<file path="src/rtl/bootSeqPkg.sv">
package bootSeqPkg;

  typedef enum logic {
    ST_LOAD = 1'b0,
    ST_RUN  = 1'b1
  } seqState_t;

  // strobes from control to datapath
  typedef struct packed {
    logic restart;    // hard reset: clear download and soft pulses
    logic issueRead;  // read next store word this cycle
    logic softApply;  // load pulse counters of masked channels
    logic running;    // initialization finished
  } seqStrobe_t;

endpackage

</file>
<file path="src/rtl/bootSeqCtrl.sv">
module bootSeqCtrl
  import bootSeqPkg::*;
(
  input  logic       clk,
  input  logic       porN,
  input  logic       pinSyncN,
  input  logic       hardRstBit,
  input  logic       softRstBit,
  input  logic       moreToIssue,
  input  logic       lastWrite,
  output seqStrobe_t strobe,
  output logic       hardRstClr,
  output logic       softRstClr
);

  seqState_t state;
  seqState_t stateNext;
  logic      hardReq;

  assign hardReq = !pinSyncN || hardRstBit;

  always_comb begin
    stateNext = state;
    if (hardReq) begin
      stateNext = ST_LOAD;
    end else if (state == ST_LOAD && lastWrite) begin
      stateNext = ST_RUN;
    end
  end

  always_ff @(posedge clk or negedge porN) begin
    if (!porN) begin
      state <= ST_LOAD;
    end else begin
      state <= stateNext;
    end
  end

  always_comb begin
    strobe.restart   = hardReq;
    strobe.issueRead = (state == ST_LOAD) && !hardReq && moreToIssue;
    strobe.softApply = (state == ST_RUN) && !hardReq && softRstBit;
    strobe.running   = (state == ST_RUN);
  end

  assign hardRstClr = hardRstBit;
  assign softRstClr = strobe.softApply;


  no_read_running_chk: assert property (@(posedge clk) disable iff (!porN)
    (state == ST_RUN) |-> !strobe.issueRead);


  pin_blocks_read_chk: assert property (@(posedge clk) disable iff (!porN)
    !pinSyncN |-> !strobe.issueRead);

endmodule

</file>
<file path="src/rtl/bootSeqData.sv">
module bootSeqData
  import bootSeqPkg::*;
#(
  parameter int NUM_WORDS  = 16,
  parameter int DATA_W     = 8,
  parameter int NUM_CH     = 4,
  parameter int SOFT_PULSE = 6,
  parameter int ADDR_W     = $clog2(NUM_WORDS)
) (
  input  logic              clk,
  input  logic              porN,
  input  logic              rstPinN,
  input  seqStrobe_t        strobe,
  input  logic [NUM_CH-1:0] softRstMask,
  input  logic [DATA_W-1:0] romData,
  output logic              pinSyncN,
  output logic              moreToIssue,
  output logic              lastWrite,
  output logic              romRdEn,
  output logic [ADDR_W-1:0] romAddr,
  output logic              cfgWrEn,
  output logic [ADDR_W-1:0] cfgWrAddr,
  output logic [DATA_W-1:0] cfgWrData,
  output logic [NUM_CH-1:0] clkOutEn,
  output logic [NUM_CH-1:0] chanRst
);

  localparam int              PULSE_W   = $clog2(SOFT_PULSE + 1);
  localparam logic [ADDR_W:0] WORD_CNT  = (ADDR_W + 1)'(NUM_WORDS);
  localparam logic [ADDR_W-1:0] LAST_IDX = ADDR_W'(NUM_WORDS - 1);
  localparam logic [PULSE_W-1:0] PULSE_LD = PULSE_W'(SOFT_PULSE);

  // two-flop synchronizer for the reset pin
  logic pinMeta;
  always_ff @(posedge clk or negedge porN) begin
    if (!porN) begin
      pinMeta  <= 1'b1;
      pinSyncN <= 1'b1;
    end else begin
      pinMeta  <= rstPinN;
      pinSyncN <= pinMeta;
    end
  end

  // download counter and one-cycle read pipeline
  logic [ADDR_W:0]   issueCnt;
  logic              rdValid;
  logic [ADDR_W-1:0] lastAddr;

  always_ff @(posedge clk or negedge porN) begin
    if (!porN) begin
      issueCnt <= '0;
      rdValid  <= 1'b0;
      lastAddr <= '0;
    end else if (strobe.restart) begin
      issueCnt <= '0;
      rdValid  <= 1'b0;
    end else begin
      rdValid <= strobe.issueRead;
      if (strobe.issueRead) begin
        lastAddr <= issueCnt[ADDR_W-1:0];
        issueCnt <= issueCnt + 1'b1;
      end
    end
  end

  assign moreToIssue = (issueCnt < WORD_CNT);
  assign romRdEn     = strobe.issueRead;
  assign romAddr     = issueCnt[ADDR_W-1:0];
  assign cfgWrEn     = rdValid && !strobe.restart;
  assign cfgWrAddr   = lastAddr;
  assign cfgWrData   = romData;
  assign lastWrite   = cfgWrEn && (lastAddr == LAST_IDX);

  // per-channel soft-reset pulse counters
  for (genvar ch = 0; ch < NUM_CH; ch++) begin : g_chan
    logic [PULSE_W-1:0] pulseCnt;

    always_ff @(posedge clk or negedge porN) begin
      if (!porN) begin
        pulseCnt <= '0;
      end else if (strobe.restart) begin
        pulseCnt <= '0;
      end else if (strobe.softApply && softRstMask[ch]) begin
        pulseCnt <= PULSE_LD;
      end else if (pulseCnt != '0) begin
        pulseCnt <= pulseCnt - 1'b1;
      end
    end

    assign chanRst[ch]  = !strobe.running || (pulseCnt != '0);
    assign clkOutEn[ch] = strobe.running && (pulseCnt == '0);


    unmasked_quiet_chk: assert property (@(posedge clk) disable iff (!porN)
      (strobe.running && !chanRst[ch] && !strobe.restart && !softRstMask[ch])
        |=> !chanRst[ch]);
  end


  addr_step_chk: assert property (@(posedge clk) disable iff (!porN)
    (romRdEn && $past(romRdEn) && $past(porN))
      |-> romAddr == ADDR_W'($past(romAddr) + 1'b1));


  write_follows_read_chk: assert property (@(posedge clk) disable iff (!porN)
    (romRdEn && !strobe.restart) |=> (strobe.restart || (cfgWrEn && cfgWrAddr == $past(romAddr))));

endmodule

</file>
<file path="src/rtl/bootSeqTop.sv">
module bootSeqTop
  import bootSeqPkg::*;
#(
  parameter int NUM_WORDS  = 16,
  parameter int DATA_W     = 8,
  parameter int NUM_CH     = 4,
  parameter int SOFT_PULSE = 6,
  parameter int ADDR_W     = $clog2(NUM_WORDS)
) (
  input  logic              clk,
  input  logic              porN,
  input  logic              rstPinN,
  input  logic              hardRstBit,
  output logic              hardRstClr,
  input  logic              softRstBit,
  input  logic [NUM_CH-1:0] softRstMask,
  output logic              softRstClr,
  output logic              romRdEn,
  output logic [ADDR_W-1:0] romAddr,
  input  logic [DATA_W-1:0] romData,
  output logic              cfgWrEn,
  output logic [ADDR_W-1:0] cfgWrAddr,
  output logic [DATA_W-1:0] cfgWrData,
  output logic              serialReady,
  output logic [NUM_CH-1:0] clkOutEn,
  output logic [NUM_CH-1:0] chanRst
);

  localparam logic [ADDR_W-1:0] LAST_IDX = ADDR_W'(NUM_WORDS - 1);

  seqStrobe_t strobe;
  logic       pinSyncN;
  logic       moreToIssue;
  logic       lastWrite;

  bootSeqCtrl u_ctrl (
    .clk         (clk),
    .porN        (porN),
    .pinSyncN    (pinSyncN),
    .hardRstBit  (hardRstBit),
    .softRstBit  (softRstBit),
    .moreToIssue (moreToIssue),
    .lastWrite   (lastWrite),
    .strobe      (strobe),
    .hardRstClr  (hardRstClr),
    .softRstClr  (softRstClr)
  );

  bootSeqData #(
    .NUM_WORDS  (NUM_WORDS),
    .DATA_W     (DATA_W),
    .NUM_CH     (NUM_CH),
    .SOFT_PULSE (SOFT_PULSE),
    .ADDR_W     (ADDR_W)
  ) u_data (
    .clk         (clk),
    .porN        (porN),
    .rstPinN     (rstPinN),
    .strobe      (strobe),
    .softRstMask (softRstMask),
    .romData     (romData),
    .pinSyncN    (pinSyncN),
    .moreToIssue (moreToIssue),
    .lastWrite   (lastWrite),
    .romRdEn     (romRdEn),
    .romAddr     (romAddr),
    .cfgWrEn     (cfgWrEn),
    .cfgWrAddr   (cfgWrAddr),
    .cfgWrData   (cfgWrData),
    .clkOutEn    (clkOutEn),
    .chanRst     (chanRst)
  );

  assign serialReady = strobe.running;


  no_early_clock_chk: assert property (@(posedge clk) disable iff (!porN)
    !serialReady |-> (clkOutEn == '0 && chanRst == '1));


  hard_bit_restart_chk: assert property (@(posedge clk) disable iff (!porN)
    hardRstBit |=> (!serialReady && romAddr == '0));


  rst_excludes_en_chk: assert property (@(posedge clk) disable iff (!porN)
    (chanRst & clkOutEn) == '0);


  ready_after_last_chk: assert property (@(posedge clk) disable iff (!porN)
    $rose(serialReady) |-> ($past(cfgWrEn) && $past(cfgWrAddr) == LAST_IDX));

endmodule

</file>
<file path="config.mk">
export PLATFORM = sky130hd
export DESIGN_NAME = bootSeqTop
export DESIGN_NICKNAME = d
export VERILOG_FILES = /design/src/rtl/bootSeqPkg.sv /design/src/rtl/bootSeqCtrl.sv /design/src/rtl/bootSeqData.sv /design/src/rtl/bootSeqTop.sv
export SDC_FILE = /design/constraint.sdc
export NUM_CORES = 1
export LEC_CHECK = 0
export BUFFER_PORTS_ARGS = -buffer_cell sky130_fd_sc_hd__buf_2
export CAP_MARGIN = 20
export CORE_UTILIZATION = 49
export DETAILED_ROUTE_END_ITERATION = 10
export PLACE_DENSITY = 0.82
export SYNTH_ARGS = -nofsm -noshare
export SYNTH_HDL_FRONTEND = slang
export SYNTH_SLANG_ARGS = --single-unit
</file>
<file path="constraint.sdc">
create_clock -name clk -period 2.45 [get_ports clk]
set_clock_uncertainty 0.05 [all_clocks]
set_input_delay 0.3675 -clock clk [delete_from_list [all_inputs] [get_ports clk]]
set_output_delay 0.3675 -clock clk [all_outputs]
set_load 0.02 [all_outputs]
</file>
* Word-level counts from Yosys, hierarchy flattened
Index checks and enable logic that the tools add are counted. Widths: inputs -> output; s select.
Storage, ports and cells: flip-flop bits (word level) 25, input port bits 17
Cells by class: add/subtract/negate cells 5, order comparisons 1, equality and inequality tests 1, multiplexer cells 17, bitwise operators 2, reduce and logical (&&, ||, !) cells 38
Operators with widths (number):
- $mux 3 | 12
- $reduce_bool 3->1 | 8
- $logic_and 1x1->1 | 15
- $logic_not 3->1 | 4
- $sub 3x1->3 const B | 4
- $mux 5 | 2
- $add 5x1->5 const B | 1
- $logic_or 1x1->1 | 5
- $lt 5x5->1 const B | 1
- $eq 4x4->1 const B | 1
- $reduce_bool 2->1 | 2
- $logic_not 1->1 | 3
- $mux 1 | 3
- $not 1->1 | 2
- $reduce_and 2->1 | 1

* Longest topological paths before layout
Gate-level depths: netlist of run 1.
word-level depth 8, gate-level depth with buffers 6

* Cells and area by module
Synthesis of run 1 repeated with hierarchy kept, for this count alone.
Second synthesis, totals: cell total of the unflattened synthesis 137, area, all modules 1460.2 um^2
Modules (own cells, without submodules):
- bootSeqData | instances 1, cells an instance 126, area each 1363.8 um^2, seq. area each 603.1 um^2
- bootSeqCtrl | instances 1, cells an instance 11, area each 96.3 um^2, seq. area each 25.0 um^2

* Least setup slack after synthesis of run 1
No wires, ideal clock.
path type register -> register, start register u_ctrl.state, end register u_data.issueCnt[3], data arrival time 1765 ps, data required time 2334 ps, slack 569 ps, stages on the path, launching flop included 6, cell sequence dfrtp_1 > buf_6 > or4b_1 > buf_2 > or4_1 > nand2_1
On the way: word-level cells in the longest chain between the ends 4
Ends and longest elaborated chain:
- start: declaration | RTL line bootSeqCtrl.sv:16 | seqState_t state;
- start signal: assignment | RTL line bootSeqCtrl.sv:35 | state <= stateNext;
- $not 1->1 | RTL line bootSeqCtrl.sv:41 | strobe.issueRead = (state == ST_LOAD) && !hardReq && moreToIssue;
- $logic_and 1x1->1 (2 in series) | RTL line bootSeqCtrl.sv:41
- $reduce_bool 2->1 (no line)
- end signal: assignment | RTL line bootSeqData.sv:62 | issueCnt <= issueCnt + 1'b1;
- end: declaration | RTL line bootSeqData.sv:46 | logic [ADDR_W:0] issueCnt;
Every way passes these cells. A chain may end at the register's enable or synchronous reset.

* Worst setup path after layout of run 1
start register u_ctrl.state, end output romRdEn
On the way: word-level cells in the longest chain between the ends 3
Ends and longest elaborated chain:
- $not 1->1 | RTL line bootSeqCtrl.sv:41
- $logic_and 1x1->1 (2 in series) | RTL line bootSeqCtrl.sv:41
- end: declaration | RTL line bootSeqTop.sv:18 | output logic romRdEn,
Every way passes these cells.

==> impl_metrics.csv, run 1 <==
group,metric,value,unit
yosys,netlist_area,0.00136,mm²
route,first_pass_iters,4,
run_status,status,"completed",
power_and_ir_drop,p_per_area,453,mW/mm²
clocking,cts_buffer_depth,2,
worst_setup_path,critPathArrivalTime,1.91,ns
route,drt_wl_total,2.61,mm
worst_setup_path,crit_buf_inv,2,
clocking,clk_pin_slew_worst_paths,0.14,ns
layout,fill_cells,231,
floorplanning,row_count,18,
floorplanning,die_w,54.6,µm
yosys,syn_nets,168,
worst_setup_path,crit_path_end_kind,"primary output",
placed_design,place_ws,0.504,ns
power_and_ir_drop,peakVddDrop,445,µV
timing,fmax,0.429,GHz
yosys,synth_edf_count,0,
worst_setup_path,r2r-start,"u_ctrl.state",
timing,finalHoldViolations,0,
timing,fin_crit,2.33,ns
global_route,grtUsageTotal,19.7,%
placed_design,placedCellCount,185,
global_route,overflow,0,
job,maxCapViolations,0,
worst_setup_path,cp_max_fo,10,
timing,final-setup-viol-count,0,
route,post-route-drc-count,0,
layout,multiInputGateArea,552,µm²
yosys,synth_top_cell_by_area,"dfrtp_1",
layout,fin_nets,187,
route,ant_nets,0,
yosys,ys_seq_area_share,46.3,%
floorplanning,dieHeight,54.6,µm
yosys,synth_cells,142,
floorplanning,die_area,0.00298,mm²
worst_setup_path,setup.worst_path.start_class,"flip-flop",
yosys,ys.flop_type,"dfrtp_1",
timing,max_slew_margin,63.5,%
yosys,synth_top_area_share,42.4,%
worst_setup_path,critical_path.top_delay_family,"simple AND/OR/NAND/NOR gates",
route,drt_iter0_markers,23,
timing,finalCritPeriodShare,95.1,%
clocking,postCtsHoldBufs,1,
global_route,antenna_found_initial,0,
layout,drive_above_1_share,26.3,%
layout,layout_common_cells,"buf_2 (29), nand2_1 (26), dfrtp_1 (23)",
clocking,post_cts_buffers,0,
worst_setup_path,path_class,"flip-flop to primary output",
worst_setup_path,crit_path_start,"u_ctrl.state",
yosys,synthArstFlopShare,100,%
worst_setup_path,required,2.03,ns
global_route,grt_max_degree,26,
global_route,grt_pass1_wl,4.00,mm
layout,synthToLayoutAreaGrowth,7.83,%
placed_design,gp_congestion,0.723,
clocking,htreeDepth,1,
placed_design,dp_hpwl,1.94,mm
route,post_drt_wl_per_cell,13.7,µm
yosys,ys_types,30,
yosys,avgSynthCellArea,9.56,µm²
layout,final_common_cell,"buf_2",
timing,rsz0062_at_grt,"no",
clocking,numCtsBuffers,3,
placed_design,numPortBuffers,29,
layout,diodes,0,
yosys,yosys-top-cells-area,"dfrtp_1 (42%), ha_1 (8.3%), buf_4 (7.2%), nand2_1 (7.2%), dfstp_2 (3.9%)",
power_and_ir_drop,p_leak,0.816,nW
clocking,cts_tree,"done",
route,vias_per_cell,5.25,
timing,timing.setup.tns,0,ns
clocking,numClockSinks,25,
floorplanning,core-area,0.00254,mm²
timing,finalWorstSetupSlack,0.119,ns
yosys,ys_ff_latch,25,
min_path,hp-start,"rstPinN",
yosys,yosys_warnings,0,
worst_setup_path,slowest_stage,"or4b_1",
timing,tightest_slew,0.547,ns
floorplanning,io_pins,46,
min_path,hp-class,"input pin to flip-flop",
worst_setup_path,path_cells,"or4b_1 > inv_2 > buf_2",
clocking,insertion_delay,0.33,ns
floorplanning,start_util,53.3,%
layout,final_cells,190,
global_route,grt_pass1_vias,906,
layout,regArea,628,µm²
route,via_count,997,
worst_setup_path,cpPeakStageDelay,0.71,ns
layout,final_cell_area,0.00146,mm²
placed_design,placed_area,0.00143,mm²
clocking,ctsResizeCount,0,
clocking,cts-root-buf,"clkbuf_4",
timing,drv_slew,0,
final cells by class:
| type | instances | share of cell area (%) |
|---|---|---|
| Clock buffer | 3 | 1.54 |
| Tap cell | 30 | 2.56 |
| Sequential cell | 25 | 42.9 |
| Clock inverter | 1 | 0.342 |
| Inverter | 15 | 3.85 |
| Timing Repair Buffer | 31 | 11.1 |
| Multi-Input combinational cell | 85 | 37.7 |
report_power, final:
| part | total [W] | switching [W] | leakage (nW) | internal, W |
|---|---|---|---|---|
| clock | 0.000187 | 0.000125 | 0.0177 | 0.0000614 |
| sequential | 0.000427 | 0.00000592 | 0.339 | 0.000421 |
| combinational | 0.0000494 | 0.0000332 | 0.459 | 0.0000162 |
| total | 0.000663 | 0.000164 | 0.816 | 0.000499 |
logic make-up after synthesis:
| logic type | Yosys count | share of synthesized area, % |
|---|---|---|
| XOR/XNOR | 4 | 2.58 |
| AND/OR/NAND/NOR | 50 | 17.9 |
| flip-flops | 25 | 46.3 |
| adder cells (fa/ha/maj) | 9 | 8.30 |
| AO/OA/AOI/OAI | 14 | 5.71 |
| buffers and inverters | 32 | 13.1 |
| multiplexers | 8 | 6.18 |
state kept, by name, indices dropped and copies added, names as in the netlist:
name / flops
u_data.g_chan.pulseCnt: 12
u_data.pinSyncN: 1
u_data.issueCnt: 5
u_data.cfgWrAddr: 4
u_data.pinMeta: 1
u_ctrl.state: 1
u_data.rdValid: 1
per-layer routing:
| layer | share of wire, % | vias to the layer above | track usage (%) |
|---|---|---|---|
| met5 | 0 | - | 0 |
| li1 | - | 481 | - |
| met4 | 1.6 | 0 | 8.12 |
| met3 | 5.4 | 5 | 3.33 |
| met2 | 52 | 35 | 34.3 |
| met1 | 41 | 476 | 23.6 |
worst register-to-register path, stage by stage (launching register included):
cell and delay, ns:
dfrtp_1 0.51, or4b_1 0.71, or4_1 0.52, nand2_1 0.08
final timing paths:
| kind | endpoint | slack, ns | cells after the start |
|---|---|---|---|
| setup / recovery | romRdEn | 0.12 | 3 |
| max in group asynchronous | u_data.issueCnt[0] | 1.49 | 2 |
| min in group asynchronous | u_data.cfgWrAddr[1] | 0.49 | 2 |
| setup reg to reg | u_data.issueCnt[3] | 0.52 | 3 |
| hold / removal | u_data.pinMeta | 0.07 | 1 |
| hold reg to reg | u_data.pinSyncN | 0.32 | 0 |
through the flow:
stage / hold slack [ns] / utilization [%] / power, W
detailed placement: 0.301 / 56.0 / 0.000485
floorplan: 0.0219 / - / 0.000480
CTS: 0.0662 / 57.5 / 0.000667
finish: 0.0670 / 57.5 / 0.000663
global placement: 0.299 / 56.0 / 0.000482
global route: 0.0441 / 57.5 / 0.000694
synth_stat cells (2+ instances only):
library cell   n
xnor2_1        4
nor2b_1        5
and3_1         5
mux2_2         3
nand3_1        2
ha_1           9
inv_1         14
buf_4         13
nor2_1         5
clkbuf_1       2
mux2i_1        5
dfrtp_1       23
a21oi_1        9
dfstp_2        2
nand2_1       26
(Power assumes the default switching activity.)
==> inputs of run 2 (changes only) <==
clock period = 2.2 ns   (was 2.45 ns; I/O delays follow)
==> run 2 against run 1 <==
Effect of this change: sequential power grew 11%; critical path depth unchanged; count of clock-buffer cells in the layout unchanged; final cell count rose by 0.53%; combinational power grew 13%.
==> impl_metrics.csv, run 2 (synthesis results as in run 1) <==
group,metric,value,unit
run_status,status,"completed",
power_and_ir_drop,seqPwrFrac,64.5,%
route,drt_iter0_markers,10,
clocking,cts-root-buf,"clkbuf_4",
layout,regMostFlops,"u_data.g_chan.pulseCnt",
route,post-route-drc-count,0,
worst_setup_path,r2r_slack,0.45,ns
placed_design,numPortBuffers,29,
global_route,antenna_found_initial,0,
clocking,numClockSinks,25,
power_and_ir_drop,p_per_area,500,mW/mm²
clocking,insertion_delay,0.33,ns
route,wl_met1,1.03,mm
power_and_ir_drop,comb_power_share,7.6,%
power_and_ir_drop,p_clk_share,27.9,%
layout,fill_cells,238,
global_route,grt_pass1_vias,942,
power_and_ir_drop,peakVddDrop,408,µV
timing,finalHoldViolations,0,
clocking,cts_tree,"done",
worst_setup_path,slowest_stage,"dfstp_2",
worst_setup_path,required,1.82,ns
worst_setup_path,cpPeakStageDelay,0.57,ns
layout,layout_common_cells,"buf_2 (29), nand2_1 (26), dfrtp_1 (23)",
worst_setup_path,path_class,"flip-flop to primary output",
worst_setup_path,crit_path_end_kind,"primary output",
floorplanning,start_util,53.3,%
timing,fmax,0.472,GHz
global_route,overflow,0,
clocking,htreeDepth,1,
global_route,grt_max_degree,26,
power_and_ir_drop,p_leak,0.823,nW
timing,drv_slew,0,
placed_design,place_ws,0.338,ns
global_route,grt_pass1_wl,3.95,mm
timing,timing.setup.tns,0,ns
route,drt_wl_total,2.47,mm
clocking,cts_buffer_depth,2,
route,wl_met3,112,µm
power_and_ir_drop,sw_frac_of_total,24.6,%
layout,synthToLayoutAreaGrowth,8.66,%
worst_setup_path,cp_max_fo,8,
timing,final-setup-viol-count,0,
worst_setup_path,critPathArrivalTime,1.74,ns
worst_setup_path,setup.worst_path.start_class,"flip-flop",
route,vias_per_cell,5.14,
timing,rsz0062_at_grt,"no",
route,post_drt_wl_per_cell,12.9,µm
floorplanning,die_area,0.00298,mm²
floorplanning,die_w,54.6,µm
floorplanning,core-area,0.00254,mm²
global_route,grtUsageTotal,18.9,%
route,wl_met2,1.29,mm
clocking,clk_pin_slew_worst_paths,0.13,ns
timing,max_slew_margin,64.3,%
job,maxCapViolations,0,
placed_design,dp_hpwl,1.92,mm
layout,drive_above_1_share,27.3,%
floorplanning,io_pins,46,
timing,finalWorstSetupSlack,0.0794,ns
layout,fin_nets,188,
floorplanning,row_count,18,
layout,final_common_cell,"buf_2",
floorplanning,dieHeight,54.6,µm
placed_design,gp_congestion,0.739,
worst_setup_path,path_cells,"or4b_4 > inv_2 > buf_2",
layout,diodes,0,
route,top_layer,"met4",
timing,finalCritPeriodShare,96.4,%
route,first_pass_iters,4,
timing,tightest_slew,0.536,ns
layout,largest_reg_flops,12,
power_and_ir_drop,p_int,0.000556,W
route,ant_nets,0,
timing,fin_crit,2.12,ns
min_path,hp-class,"input pin to flip-flop",
clocking,numCtsBuffers,3,
route,via_count,981,
power_and_ir_drop,switchingPower,0.000181,W
run 2: per-layer routing:
layer / global-route usage (%) / vias up
li1: - / 480
met4: 6.84 / 0
met1: 21.9 / 469
met3: 2.50 / 3
met2: 34.7 / 29
met5: 0 / -
run 2: through the flow:
| step | util [%] | total power (W) | std cells | area, µm² | hold WS (ns) |
|---|---|---|---|---|---|
| after CTS | 58.0 | 0.000746 | 191 | 1480 | 0.0251 |
| after global routing | 58.0 | 0.000777 | 191 | 1480 | 0.00776 |
| after floorplan | - | 0.000534 | 142 | 1360 | -0.0156 |
| after global placement | 56.3 | 0.000537 | 186 | 1430 | 0.285 |
| final | 58.0 | 0.000738 | 191 | 1480 | 0.0331 |
| after detailed placement | 56.3 | 0.000539 | 186 | 1430 | 0.294 |
run 2: area by class of cell:
| cell class | count | area (µm²) | share of cell area, % |
|---|---|---|---|
| Clock inverter | 1 | 5.00 | 0.339 |
| Clock buffer | 3 | 22.5 | 1.53 |
| Tap cell | 30 | 37.5 | 2.54 |
| Inverter | 15 | 56.3 | 3.82 |
| Timing Repair Buffer | 32 | 170 | 11.5 |
| Sequential cell | 25 | 628 | 42.6 |
| Multi-Input combinational cell | 85 | 556 | 37.7 |
run 2: worst max-delay path: cells and delay by family (launching register included):
kind | cells | cell delay [ns]
flip-flops | 1 | 0.57
buffers and inverters | 2 | 0.32
AND/OR/NAND/NOR | 1 | 0.52
run 2: final timing paths:
path                                             to            start  cells past startpoint
worst max-delay path                        romRdEn  u_data.pinSyncN                      3
worst min-delay path                 u_data.pinMeta          rstPinN                      1
worst max register to register   u_data.issueCnt[3]  u_data.pinSyncN                      3
worst min register to register      u_data.pinSyncN   u_data.pinMeta                      0
max in group asynchronous           u_data.pinSyncN             porN                      2
min in group asynchronous       u_data.cfgWrAddr[1]             porN                      2
run 2: timing repair:
item | in CTS | in global routing
hold buffers | 1 | 0
hold endpoints to repair | 23 | 0
setup endpoints to repair | 1 | 0
resized for setup | 1 | 0
setup buffers | 0 | 0
run 2: power groups by stage:
| stage | clock network, W | logic (W) | registers [W] |
|---|---|---|---|
| 4_1_cts | 0.000212 | 0.0000570 | 0.000476 |
| 5_1_grt | 0.000237 | 0.0000623 | 0.000477 |
| 3_3_place_gp | 0 | 0.0000532 | 0.000484 |
| 6_report | 0.000206 | 0.0000559 | 0.000476 |
| 2_1_floorplan | 0 | 0.0000472 | 0.000487 |
| 3_5_place_dp | 0 | 0.0000547 | 0.000485 |
